===== config.mk =====
export PLATFORM = sky130hd
export DESIGN_NAME = irq_combiner
export DESIGN_NICKNAME = d
export VERILOG_FILES = /design/src/rtl/irq_combiner.sv
export SDC_FILE = /design/constraint.sdc
export NUM_CORES = 1
export LEC_CHECK = 0
export BUFFER_PORTS_ARGS = -buffer_cell sky130_fd_sc_hd__buf_2
export CAP_MARGIN = 20
export CORE_MARGIN = 1
export CORE_UTILIZATION = 34
export CTS_CLUSTER_DIAMETER = 100
export CTS_CLUSTER_SIZE = 30
export DETAILED_ROUTE_END_ITERATION = 12
export PLACE_DENSITY_LB_ADDON = 0.05
export SYNTH_ARGS = -nofsm -noshare
export SYNTH_HDL_FRONTEND = slang
export SYNTH_SLANG_ARGS = --single-unit

===== constraint.sdc =====
create_clock -name clk -period 2.5 [get_ports clk]
set_input_delay 0.25 -clock clk [delete_from_list [all_inputs] [get_ports clk]]
set_output_delay 0.25 -clock clk [all_outputs]
set_load 0.05 [all_outputs]

===== src/rtl/irq_combiner.sv =====
module irq_combiner (
  input  logic       clk,
  input  logic       rst_n,
  input  logic [3:0] sock_irq,
  input  logic       evt_sess_closed,
  input  logic       evt_unreach,
  input  logic       evt_addr_clash,
  input  logic       reg_wr,
  input  logic       reg_sel,
  input  logic [7:0] reg_wdata,
  output logic [7:0] reg_rdata,
  output logic       irq_n
);
  localparam logic SEL_FLAG = 1'b0;
  localparam logic SEL_MASK = 1'b1;

  logic [2:0] evt_q;
  logic [7:0] mask_q;
  logic [2:0] evt_in;
  logic [2:0] evt_clr;
  logic [7:0] flags;

  assign evt_in  = {evt_addr_clash, evt_unreach, evt_sess_closed};
  assign evt_clr = (reg_wr && reg_sel == SEL_FLAG) ? reg_wdata[7:5] : 3'b000;

  always_ff @(posedge clk or negedge rst_n) begin
    if (!rst_n) evt_q <= 3'b000;
    else        evt_q <= (evt_q & ~evt_clr) | evt_in;
  end

  always_ff @(posedge clk or negedge rst_n) begin
    if (!rst_n)                          mask_q <= 8'h00;
    else if (reg_wr && reg_sel == SEL_MASK) mask_q <= reg_wdata;
  end

  assign flags     = {evt_q, 1'b0, sock_irq};
  assign reg_rdata = (reg_sel == SEL_MASK) ? mask_q : flags;
  assign irq_n     = ~|(flags & mask_q);
endmodule


==> results summary <==
Of all nets on the critical path, the largest fanout is 3. The per-instance average area after synthesis came out at 14.1 sq um. The setup check on the worst reg-to-reg path leaves a slack of 1.72 ns.

STA classifies the critical path endpoint as an output pin. The flip-flop and latch count after synthesis came out at 11. The number of placement rows is 14.

The clock latency on the worst-skew pair came out at 0.26 ns. In this run, the number of DRC markers left after iteration 0 of detailed routing was 4. Setup repair after global routing left no endpoint under its margin. The standby leakage power is 0.345 nW. Across every metal layer, demand over resource in global routing totals 14.7%. The initial standard-cell utilization of the core came out at 36.5%. Setup violations remaining at the end of the flow were counted as 0. The number of buffers inserted by port buffering is 27. The total wire length came out at 1180 um. The highest clock rate is 0.591 GHz. The count of nets left with antenna violations once routing finished came out at 0. The total power per unit cell area came out at 663 mW/mm^2. The first-pass GRT wire length is 1950 um.

Once layout is complete, the utilization of the core stands at 48.4%. The clock slew seen by the registers of the worst setup and hold paths is 0.07 ns. The number of nets in the layout is 90. Tracing the worst setup path back leads to its startpoint at mask_q[3]. The start of the worst register-to-register path is mask_q[3]. The floorplan step defined a die boundary enclosing 0.00178 sq mm.

The most common cell after layout, fill and taps aside is sky130_fd_sc_hd__buf_2. The min-delay analysis places its worst path in the category input pin to flip-flop. The worst setup path is launched from a flip-flop. The worst register-to-register path has a depth of 1. The distinct cell type count after synthesis is 10. The area overhead of the layout relative to synthesis is 32.8%. The remaining design rule violation count is 0.

TritonCTS built the clock tree. In the layout the commonest cells are 27 x sky130_fd_sc_hd__buf_2, 15 x sky130_fd_sc_hd__mux2_2, 11 x sky130_fd_sc_hd__dfrtp_1. The headroom to the max-slew limit came out at 81.9%. The final cycle utilization of the critical path is 67.7%. The number of setup buffers added after CTS is 0. The actual transition at the worst max-transition pin came out at 0.271 ns. The number of hold buffers added after cts is 1.

The post-cts resize count is 0. The maximum number of pins on one net before global-route repair is 13. The number of failing hold endpoints at the final stage came out at 0. The worst register-to-register path ends at mask_q[3]. The number of standard cells after synthesis is 39. The deepest clock path buffer count is 2.

The number of maximum-capacitance violations is 0. The number of antenna violations at the first check in global routing is 0. The I/O pin count is 28. The count of H-tree levels built during CTS is 1. The final count of pins violating max slew is 0. The floorplan step defined a core boundary enclosing 0.00151 sq mm. Summing every instance area after synthesis gives 549 sq um. The via count of the first global-routing pass came out at 425.

The root buffer cell chosen for the clock tree is sky130_fd_sc_hd__clkbuf_4. The largest voltage drop on the vdd net came out at 0.353 mV. The required time at the endpoint of the critical path came out at 2.25 ns. The data arrival at the endpoint of the critical path came out at 1.44 ns. In the final layout, the share of cells above drive strength 1 is 65.7%.

The most critical setup path has its endpoint at irq_n. The horizontal die dimension came out at 42.2 um. The clock period minus worst slack came out at 1.69 ns. When the netlist entered floorplanning its net count stood at 58. The vertical extent of the die came out at 42.2 um. In the routed layout, each cell is associated on average with a via count of 5.13. For this run, the number of Yosys warnings is 0.

The placed wire-length estimate after detailed placement is 898 um. The global placement routability congestion is 0.668. The setup TNS is 0 ns. The post-route clock skew is 0 ns. The critical path in this run is classified as flip-flop to output pin. The average routed wire per standard cell is 13.7 um. The flow ran to the end, and the final reports show no timing, DRC or antenna violations. The total grt overflow is 0.

After synthesis, flip-flops and latches occupy 50.1% of the total area. The length of the first detailed-routing pass in iterations came out at 4. The clock sink total is 11. The routed via count came out at 441. Clock tree synthesis inserted a total of 3 buffers. The repair_antennas step left the layout with diodes totalling 0.
-- cells by family (layout without fill, tap and decap cells) --
kind of cell	after synthesis	in the layout	synth area share, %
buf+inv	1	32	2.05
simple gates	6	6	8.43
flops	11	11	50.1
compound gates	6	6	8.66
mux	15	15	30.8
-- state kept, by name (all words and copies together), names as in the netlist --
signal  count
mask_q      8
evt_q       3
-- synth_stat cells --
library cell / count / area share, %
sky130_fd_sc_hd__a222oi_1: 1 / 1.8
sky130_fd_sc_hd__dfrtp_1: 11 / 50
sky130_fd_sc_hd__and3_1: 1 / 1.1
sky130_fd_sc_hd__nand2_4: 1 / 2.0
sky130_fd_sc_hd__a21o_1: 3 / 4.1
sky130_fd_sc_hd__a22oi_1: 2 / 2.7
sky130_fd_sc_hd__mux2_2: 15 / 31
sky130_fd_sc_hd__and2_1: 1 / 1.1
sky130_fd_sc_hd__buf_6: 1 / 2.0
sky130_fd_sc_hd__nand3b_1: 3 / 4.1
-- routing by layer --
layer / track usage (%) / vias up / part of all wire, %
li1: - / 213 / -
met5: 0 / - / 0
met1: 19.6 / 209 / 47
met3: 3.88 / 0 / 6.5
met4: 3.75 / 0 / 0
met2: 23.7 / 19 / 47
-- report_power, final --
group / switching [mW] / leakage (nW) / internal (mW)
clock network: 0.0537 / 0.0150 / 0.0616
registers: 0.0146 / 0.122 / 0.200
logic: 0.0946 / 0.208 / 0.0592
-- area by class of cell --
| class | count | area, sq um |
|---|---|---|
| Timing Repair Buffer | 28 | 145 |
| Fill cell | 151 | 777 |
| Clock buffer | 4 | 26.3 |
| Tap cell | 16 | 20.0 |
| Multi-Input combinational cell | 27 | 263 |
| Sequential cell | 11 | 275 |
-- worst min path at each step --
stage           startpoint         to  slack, ns  depth (start not counted)
6_report       evt_unreach   evt_q[1]       0.16                          2
5_1_grt        evt_unreach   evt_q[1]       0.16                          2
4_1_cts        evt_unreach   evt_q[1]       0.15                          2
3_5_place_dp         rst_n  mask_q[1]       0.14                          1
3_3_place_gp         rst_n  mask_q[1]       0.14                          1
2_1_floorplan        rst_n   evt_q[0]      -0.05                          0
-- per-stage QoR --
stage | worst slack, ns | instance area, sq um | power, mW | std cells | hold slack, ns
final | 0.808 | 729 | 0.483 | 86 | 0.163
after detailed placement | 1.07 | 693 | 0.372 | 81 | 0.138
after global placement | 1.14 | 693 | 0.370 | 81 | 0.136
after global routing | 0.724 | 729 | 0.514 | 86 | 0.163
after CTS | 0.772 | 729 | 0.497 | 86 | 0.151
after floorplan | 1.10 | 549 | 0.329 | 39 | -0.0456
-- critical path, cell delays in order, from the launching register on --
cell                       delay, ns
sky130_fd_sc_hd__dfrtp_1        0.39
sky130_fd_sc_hd__a222oi_1       0.34
sky130_fd_sc_hd__and3_1         0.20
sky130_fd_sc_hd__buf_2          0.25
No activity file was read; power rests on OpenSTA's default activity.
